$ cat src/rtl/sram_ctrl_pkg.sv
package sram_ctrl_pkg;

  // Strobes passed from the sequencer to the datapath.
  typedef struct packed {
    logic csN;      // registered select level
    logic weN;      // registered write-enable level
    logic oeN;      // registered output-enable level
    logic drive;    // registered data driver enable
    logic load;     // take request address and data this cycle
    logic capture;  // sample the RAM data bus this cycle
  } strobe_t;

  function automatic int ceilDiv(input int num, input int den);
    return (num + den - 1) / den;
  endfunction

  function automatic int maxOf(input int a, input int b);
    return (a > b) ? a : b;
  endfunction

endpackage

$ cat src/rtl/sram_ctrl_seq.sv
module sram_ctrl_seq
  import sram_ctrl_pkg::*;
#(
  parameter int CLK_PERIOD_NS = 4,
  parameter int T_AS_NS       = 0,
  parameter int T_WP_NS       = 40,
  parameter int T_WC_NS       = 55,
  parameter int T_RC_NS       = 55,
  parameter int T_AA_NS       = 55,
  parameter int T_OE_NS       = 30,
  parameter int T_OHZ_NS      = 20
) (
  input  logic    clk,
  input  logic    rstN,
  input  logic    reqValid,
  input  logic    reqWrite,
  output logic    reqReady,
  output strobe_t strb
);

  localparam int SETUP_CYC = maxOf(1, ceilDiv(T_AS_NS, CLK_PERIOD_NS));
  localparam int WP_CYC    = maxOf(2, maxOf(ceilDiv(T_WP_NS, CLK_PERIOD_NS),
                                            ceilDiv(T_WC_NS, CLK_PERIOD_NS) - SETUP_CYC - 1));
  localparam int RD_CYC    = maxOf(1, maxOf(ceilDiv(T_RC_NS, CLK_PERIOD_NS),
                                            maxOf(ceilDiv(T_AA_NS, CLK_PERIOD_NS),
                                                  ceilDiv(T_OE_NS, CLK_PERIOD_NS))));
  localparam int TURN_CYC  = maxOf(1, ceilDiv(T_OHZ_NS, CLK_PERIOD_NS));
  localparam int MAX_CYC   = maxOf(maxOf(SETUP_CYC, WP_CYC), maxOf(RD_CYC, TURN_CYC));
  localparam int CNT_W     = $clog2(MAX_CYC + 1);

  typedef enum logic [2:0] {
    ST_IDLE, ST_WSETUP, ST_WPULSE, ST_WHOLD, ST_RACC, ST_RTURN
  } phase_t;

  phase_t           phase, phaseNx;
  logic [CNT_W-1:0] cnt, cntNx;
  logic             csQ, weQ, oeQ, drvQ;
  logic             csNx, weNx, oeNx, drvNx;

  always_comb begin
    phaseNx = phase;
    cntNx   = (cnt != '0) ? cnt - 1'b1 : cnt;
    unique case (phase)
      ST_IDLE:
        if (reqValid) begin
          if (reqWrite) begin
            phaseNx = ST_WSETUP;
            cntNx   = CNT_W'(SETUP_CYC - 1);
          end else begin
            phaseNx = ST_RACC;
            cntNx   = CNT_W'(RD_CYC - 1);
          end
        end
      ST_WSETUP:
        if (cnt == '0) begin
          phaseNx = ST_WPULSE;
          cntNx   = CNT_W'(WP_CYC - 1);
        end
      ST_WPULSE:
        if (cnt == '0) begin
          phaseNx = ST_WHOLD;
          cntNx   = '0;
        end
      ST_WHOLD: phaseNx = ST_IDLE;
      ST_RACC:
        if (cnt == '0) begin
          phaseNx = ST_RTURN;
          cntNx   = CNT_W'(TURN_CYC - 1);
        end
      ST_RTURN:
        if (cnt == '0) phaseNx = ST_IDLE;
      default: phaseNx = ST_IDLE;
    endcase
  end

  // Pin levels for the coming cycle, decoded from the next phase.
  always_comb begin
    csNx  = 1'b1;
    weNx  = 1'b1;
    oeNx  = 1'b1;
    drvNx = 1'b0;
    unique case (phaseNx)
      ST_WSETUP, ST_WHOLD: csNx = 1'b0;
      ST_WPULSE: begin
        csNx  = 1'b0;
        weNx  = 1'b0;
        drvNx = (cntNx != CNT_W'(WP_CYC - 1));
      end
      ST_RACC: begin
        csNx = 1'b0;
        oeNx = 1'b0;
      end
      default: ;
    endcase
  end

  always_ff @(posedge clk or negedge rstN) begin
    if (!rstN) begin
      phase <= ST_IDLE;
      cnt   <= '0;
      csQ   <= 1'b1;
      weQ   <= 1'b1;
      oeQ   <= 1'b1;
      drvQ  <= 1'b0;
    end else begin
      phase <= phaseNx;
      cnt   <= cntNx;
      csQ   <= csNx;
      weQ   <= weNx;
      oeQ   <= oeNx;
      drvQ  <= drvNx;
    end
  end

  assign reqReady     = (phase == ST_IDLE);
  assign strb.csN     = csQ;
  assign strb.weN     = weQ;
  assign strb.oeN     = oeQ;
  assign strb.drive   = drvQ;
  assign strb.load    = (phase == ST_IDLE) && reqValid;
  assign strb.capture = (phase == ST_RACC) && (cnt == '0);

endmodule

$ cat src/rtl/sram_ctrl_dp.sv
module sram_ctrl_dp
  import sram_ctrl_pkg::*;
#(
  parameter int ADDR_W = 15,
  parameter int DATA_W = 8
) (
  input  logic              clk,
  input  logic              rstN,
  input  strobe_t           strb,
  input  logic [ADDR_W-1:0] reqAddr,
  input  logic [DATA_W-1:0] reqWdata,
  output logic [DATA_W-1:0] rdData,
  output logic              rdValid,
  output logic [ADDR_W-1:0] memAddr,
  output logic              memCsN,
  output logic              memWeN,
  output logic              memOeN,
  output logic [DATA_W-1:0] memDqOut,
  output logic              memDqOe,
  input  logic [DATA_W-1:0] memDqIn
);

  logic [ADDR_W-1:0] addrQ;
  logic [DATA_W-1:0] wdataQ;

  always_ff @(posedge clk or negedge rstN) begin
    if (!rstN) begin
      addrQ   <= '0;
      wdataQ  <= '0;
      rdData  <= '0;
      rdValid <= 1'b0;
    end else begin
      if (strb.load) begin
        addrQ  <= reqAddr;
        wdataQ <= reqWdata;
      end
      rdValid <= strb.capture;
      if (strb.capture) rdData <= memDqIn;
    end
  end

  assign memAddr  = addrQ;
  assign memCsN   = strb.csN;
  assign memWeN   = strb.weN;
  assign memOeN   = strb.oeN;
  assign memDqOe  = strb.drive;
  assign memDqOut = wdataQ;

endmodule

$ cat src/rtl/sram_port_ctrl.sv
module sram_port_ctrl
  import sram_ctrl_pkg::*;
#(
  parameter int ADDR_W        = 15,
  parameter int DATA_W        = 8,
  parameter int CLK_PERIOD_NS = 4,
  parameter int T_AS_NS       = 0,
  parameter int T_WP_NS       = 40,
  parameter int T_WC_NS       = 55,
  parameter int T_RC_NS       = 55,
  parameter int T_AA_NS       = 55,
  parameter int T_OE_NS       = 30,
  parameter int T_OHZ_NS      = 20
) (
  input  logic              clk,
  input  logic              rstN,
  input  logic              reqValid,
  output logic              reqReady,
  input  logic              reqWrite,
  input  logic [ADDR_W-1:0] reqAddr,
  input  logic [DATA_W-1:0] reqWdata,
  output logic [DATA_W-1:0] rdData,
  output logic              rdValid,
  output logic [ADDR_W-1:0] memAddr,
  output logic              memCsN,
  output logic              memWeN,
  output logic              memOeN,
  output logic [DATA_W-1:0] memDqOut,
  output logic              memDqOe,
  input  logic [DATA_W-1:0] memDqIn
);

  strobe_t strb;

  sram_ctrl_seq #(
    .CLK_PERIOD_NS(CLK_PERIOD_NS), .T_AS_NS(T_AS_NS), .T_WP_NS(T_WP_NS),
    .T_WC_NS(T_WC_NS), .T_RC_NS(T_RC_NS), .T_AA_NS(T_AA_NS),
    .T_OE_NS(T_OE_NS), .T_OHZ_NS(T_OHZ_NS)
  ) u_seq (
    .clk(clk), .rstN(rstN), .reqValid(reqValid), .reqWrite(reqWrite),
    .reqReady(reqReady), .strb(strb)
  );

  sram_ctrl_dp #(.ADDR_W(ADDR_W), .DATA_W(DATA_W)) u_dp (
    .clk(clk), .rstN(rstN), .strb(strb), .reqAddr(reqAddr), .reqWdata(reqWdata),
    .rdData(rdData), .rdValid(rdValid), .memAddr(memAddr), .memCsN(memCsN),
    .memWeN(memWeN), .memOeN(memOeN), .memDqOut(memDqOut), .memDqOe(memDqOe),
    .memDqIn(memDqIn)
  );

endmodule

$ cat config.mk
export PLATFORM = sky130hd
export DESIGN_NAME = sram_port_ctrl
export DESIGN_NICKNAME = d
export VERILOG_FILES = /design/src/rtl/sram_ctrl_pkg.sv /design/src/rtl/sram_ctrl_seq.sv /design/src/rtl/sram_ctrl_dp.sv /design/src/rtl/sram_port_ctrl.sv
export SDC_FILE = /design/constraint.sdc
export NUM_CORES = 1
export LEC_CHECK = 0
export CAP_MARGIN = 20
export CORE_MARGIN = 2
export CORE_UTILIZATION = 47
export DETAILED_ROUTE_END_ITERATION = 8
export HOLD_SLACK_MARGIN = 0.03
export PLACE_DENSITY = 0.84
export SLEW_MARGIN = 20
export SYNTH_ARGS = -nofsm -noshare
export SYNTH_HDL_FRONTEND = slang
export SYNTH_SLANG_ARGS = --single-unit
$ cat constraint.sdc
create_clock -name clk -period 4.6 [get_ports clk]
set_input_delay 0.69 -clock clk [delete_from_list [all_inputs] [get_ports clk]]
set_output_delay 0.69 -clock clk [all_outputs]
set_load 0.03 [all_outputs]
==> flow_summary_export.csv, run 1 <==
group,metric,value,unit
route,drc,0,
synthesis,synth_flop_cell,"dfrtp_1",
run_status,outcome,"finished clean",
floorplan,start_util,0.481,
finish,drive_gt1_frac,0.185,
clocking,cts.sinks,43,
setup_path,reg2reg_slack,2.24,ns
global_routing,grt_pass1_vias,1291,
clocking,path_clk_slew,0.07,ns
route,num_vias,1387,
floorplan,die_y,67.6,um
synthesis,synth-async-reset-ratio,1.00,
clocking,ctsResizeCount,0,
timing,fmax,380,MHz
finish,final_cell_mix,"clkdlybuf4s50_1, dfrtp_1, nand2_1",
global_routing,antenna_found_initial,0,
timing,worst_slew_pin_slew,1.06,ns
floorplan,die_area,4560,um^2
finish,antenna-diode-count,0,
setup_path,endpoint,"reqReady",
setup_path,r2r-start,"u_seq.phase[2]",
setup_path,critical_path_peak_fanout,12,
clocking,cts_hold_buffers,0,
setup_path,critPathKind,"flop to output port",
timing,fin_crit_sh,0.573,
timing,tns,0,ns
finish,fin_area,2700,um^2
global_routing,grt_max_degree,44,
placed_design,place_congestion,0.798,
synthesis,synth-seq-area-share,0.569,
setup_path,end_kind,"output port",
floorplan,fp.dieW,67.6,um
global_routing,gr-total-overflow,0,
placed_design,placed_area,2610,um^2
timing,hold_violations,0,
clocking,post-cts-setup-buffers,0,
placed_design,port_buffers,71,
synthesis,syn_inst,155,
clocking,root_buffer,"clkbuf_8",
route,routed_wl,3970,um
floorplan,io_pins,72,
global_routing,grt_pass1_wl,5990,um
clocking,cts_buffer_depth,2,
finish,layout.cells.non_filler,277,
finish,fillers,296,
setup_path,critPathArrivalTime,1.94,ns
timing,max_slew_margin,0.294,
global_routing,grt.total_usage,0.180,
setup_path,reg2reg_depth,5,
pwr,powerDensity,761,nW/um^2
synthesis,ys_types,38,
clocking,numCtsBuffers,5,
pwr,p_leak,1.16,nW
route,via_per_inst,5.01,
route,first_iter_violations,52,
route,wire_per_inst,14.3,um
synthesis,yosysWarnings,0,
setup_path,r2r_end,"u_seq.drvQ",
clocking,cts_tree,"built",
placed_design,dp_hpwl,2960,um
synthesis,synth_edf_count,0,
finish,syn_to_final_growth,42.2,%
route,drt.antenna.violating_nets,0,
timing,clock_skew,0.00738,ns
finish,final_core_util,0.685,
pwr,vdd_drop_max,0.396,mV
synthesis,synth_fp_nets,193,
job,maxCapViolations,0,
timing,min_period,2.63,ns
floorplan,core-area,3940,um^2
setup_path,start_kind,"flop",
clocking,htree_num_levels,2,
finish,layout_commonest_cell,"clkdlybuf4s50_1",
hold_path,min-delay-start,"u_dp.rdData[0]",
route,firstDrtPassIters,4,
setup_path,critPathLaunch,"u_seq.phase[2]",
synthesis,syn_area_per_cell,12.2,um^2
synthesis,ys_ff_latch,43,
clocking,clk_latency,0.29,ns
setup_path,required,3.91,ns
timing,setup-violations-final,0,
placed_design,placed_cells,269,
timing,rsz0062_at_grt,"false",
floorplan,core.rowCount,23,
timing,final_max_slew_viol_count,0,
hold_path,min_path_type,"flop to flop",
synthesis,synth.cell_area,1900,um^2
finish,nNetsFinal,264,
[final cells by class]
| type | instances | area [um^2] | area share |
|---|---|---|---|
| clock buffer | 6 | 72.6 | 0.0269 |
| multi-input combinational | 98 | 739 | 0.274 |
| clock inverter | 2 | 12.5 | 0.00464 |
| tap | 50 | 62.6 | 0.0232 |
| inverter | 7 | 26.3 | 0.00974 |
| sequential | 43 | 1080 | 0.400 |
| timing repair buffer | 71 | 706 | 0.261 |
[worst max-delay path, stage by stage (launching register included)]
cell	delay [ns]
dfrtp_1	0.56
nor3_2	0.37
clkdlybuf4s50_1	0.73
[layer usage]
metal | vias up | track usage | wire (um)
met3 | 8 | 0.0467 | 161
met5 | - | 0 | 0
li1 | 666 | - | -
met4 | 0 | 0.0765 | 93
met1 | 677 | 0.229 | 1630
met2 | 36 | 0.289 | 2090
[power breakdown]
| group | internal [mW] | switching [mW] |
|---|---|---|
| Sequential | 0.568 | 0.133 |
| Combinational | 0.520 | 0.605 |
| Clock | 0.106 | 0.122 |
| Total | 1.19 | 0.861 |
[sequential cells by signal, summed over array words and instances (netlist names)]
name           count
u_dp.rdValid       1
u_dp.memAddr      15
u_dp.rdData        8
u_seq.phase        3
u_seq.weQ          1
u_dp.memDqOut      8
u_seq.oeQ          1
u_seq.csQ          1
u_seq.cnt          4
u_seq.drvQ         1
[through the flow]
stage | hold WS (ns) | worst slack (ns) | power [mW]
after detailed placement | 0.470 | 1.90 | 1.84
after global placement | 0.459 | 1.94 | 1.82
after floorplan | 0.394 | 2.61 | 1.42
after CTS | 0.491 | 1.96 | 2.07
final | 0.483 | 1.97 | 2.05
after global routing | 0.501 | 1.90 | 2.17
[worst min-delay path by stage]
stage	endpoint	slack [ns]	cells after the start
floorplan	u_dp.memAddr[0]	0.39	0
global placement	u_dp.rdData[6]	0.46	2
detailed placement	u_dp.rdData[2]	0.47	2
CTS	u_dp.rdData[0]	0.49	2
global route	u_dp.rdData[1]	0.50	2
finish	u_dp.rdData[0]	0.48	2
[cells in the mapped netlist, types with 3 or more instances]
cell     instances  area (um^2)
dfstp_2          3         78.8
nor2_1           5         18.8
mux2_2          23          259
inv_1            5         18.8
nor3_1           3         15.0
nand2_1         28          105
a21oi_1          8         40.0
buf_2            3         15.0
ha_1             3         37.5
dfrtp_1         40         1000
[cell families after synthesis]
kind of cell | count (synthesis) | share of synthesized area
AO/OA/AOI/OAI | 19 | 0.0877
XOR/XNOR | 1 | 0.00462
adder cells (fa/ha/maj) | 4 | 0.0251
buffers and inverters | 14 | 0.0415
flip-flops | 43 | 0.569
multiplexers | 24 | 0.142
AND/OR/NAND/NOR | 50 | 0.131
No activity file was read; power rests on OpenSTA's default activity.
==> inputs of run 2 (changes only) <==
- CORE_UTILIZATION: 47 -> 44
- PLACE_DENSITY: 0.84 -> 0.79
- clock period: 4.6 -> 2.6 ns (I/O delays scaled with it)
==> run 2 against run 1 <==
Net effect: count of clock-buffer cells in the layout did not move; die area rose by 6.4%; sequential power rose by 75%; sequential share of layout area fell by 0.69 points; core utilization fell by 1.2 points; power rose by 84%; cell area rose by 1.8%; largest cell class unchanged; highest routed layer unchanged.
==> flow_summary_export.csv, run 2 (same netlist as run 1, synthesis figures left out) <==
group,metric,value,unit
run_status,outcome,"finished clean",
clocking,post-cts-setup-buffers,0,
timing,worst_slew_pin_slew,0.909,ns
finish,fin_area,2750,um^2
setup_path,critPathArrivalTime,1.94,ns
setup_path,cp_num_buf_inv,1,
placed_design,placed_cells,271,
route,drt.antenna.violating_nets,0,
placed_design,placed_area,2630,um^2
timing,fin_crit_sh,0.898,
route,wire_per_inst,14.8,um
setup_path,reg2reg_depth,9,
setup_path,end_kind,"output port",
setup_path,start_kind,"flop",
placed_design,dp_hpwl,3110,um
clocking,cts_tree,"built",
timing,final_max_slew_viol_count,0,
global_routing,grt_max_degree,44,
setup_path,timing.critical_path.slowest_stage_cell,"clkdlybuf4s50_1",
setup_path,reg2reg_slack,0.39,ns
timing,fmax,428,MHz
clocking,ctsResizeCount,0,
global_routing,antenna_found_initial,0,
finish,layout.cells.non_filler,279,
clocking,root_buffer,"clkbuf_8",
route,firstDrtPassIters,4,
clocking,numCtsBuffers,5,
finish,nNetsFinal,266,
pwr,powerDensity,1370,nW/um^2
pwr,total_power,3.78,mW
timing,worst_hold_slack,0.227,ns
route,routed_wl,4130,um
floorplan,die_area,4860,um^2
timing,min_period,2.33,ns
finish,final_core_util,0.672,
clocking,htree_num_levels,2,
setup_path,cp_slowest_stage_delay,0.73,ns
timing,setup_ws,0.265,ns
timing,tns,0,ns
route,via_per_inst,4.95,
setup_path,critPathKind,"flop to output port",
finish,layout_commonest_cell,"clkdlybuf4s50_1",
placed_design,place_congestion,0.830,
route,first_iter_violations,71,
setup_path,required,2.21,ns
job,maxCapViolations,0,
setup_path,r2r_end,"u_seq.drvQ",
timing,hold_violations,0,
clocking,clk_latency,0.28,ns
setup_path,cp_cell_sequence,"nor3_2 > clkdlybuf4s50_1",
finish,syn_to_final_growth,44.7,%
finish,largest_reg_flops,15,
setup_path,r2r-start,"u_seq.cnt[0]",
setup_path,cp_top_family,"buffers and inverters",
finish,fillers,312,
route,num_vias,1382,
clocking,cts_hold_buffers,0,
finish,drive_gt1_frac,0.197,
finish,final_cell_mix,"clkdlybuf4s50_1, dfrtp_1, nand2_1",
global_routing,grt.total_usage,0.184,
global_routing,grt_pass1_wl,6980,um
clocking,cts_buffer_depth,2,
global_routing,gr-total-overflow,0,
clocking,cts.sinks,43,
floorplan,core.rowCount,23,
setup_path,critical_path_peak_fanout,12,
clocking,path_clk_slew,0.08,ns
hold_path,min_path_type,"input pin to asynchronous set/reset pin",
floorplan,fp.dieW,69.7,um
floorplan,io_pins,72,
timing,setup-violations-final,0,
placed_design,pre_cts_ws,0.403,ns
placed_design,port_buffers,71,
finish,antenna-diode-count,0,
floorplan,core-area,4090,um^2
timing,rsz0062_at_grt,"false",
route,drc,0,
pwr,p_leak,1.19,nW
timing,clock_skew,0.00658,ns
global_routing,grt_pass1_vias,1467,
timing,max_slew_margin,0.394,
floorplan,die_y,69.7,um
pwr,vdd_drop_max,0.816,mV
floorplan,start_util,0.464,
[run 2: layer usage]
metal,wire (um),track usage
met3,287,0.0640
met5,0,0
met1,1680,0.221
met4,96,0.0812
met2,2060,0.300
[run 2: power by group]
| part | switching (mW) | internal [mW] |
|---|---|---|
| Sequential | 0.231 | 1.00 |
| Combinational | 1.09 | 0.927 |
| Clock | 0.212 | 0.311 |
| Total | 1.53 | 2.24 |
[run 2: worst max path at each step]
stage,startpoint,to,slack [ns],cells after the start
after detailed placement,u_seq.cnt[0],u_seq.drvQ,0.40,9
after global routing,u_seq.phase[2],reqReady,0.17,2
after global placement,u_seq.cnt[0],u_seq.drvQ,0.50,9
final,u_seq.phase[2],reqReady,0.27,2
after floorplan,u_seq.cnt[0],u_seq.drvQ,0.61,9
after CTS,u_seq.phase[2],reqReady,0.26,2
[run 2: final cells by class]
type                    instances  area (um^2)  share of cell area
inverters                       7         26.3             0.00957
flip-flops and latches         43         1080               0.393
clock inverters                 2         35.0              0.0128
clock buffers                   6         82.6              0.0301
multi-input cells              98          739               0.269
well taps                      50         62.6              0.0228
repair buffers                 73          721               0.262
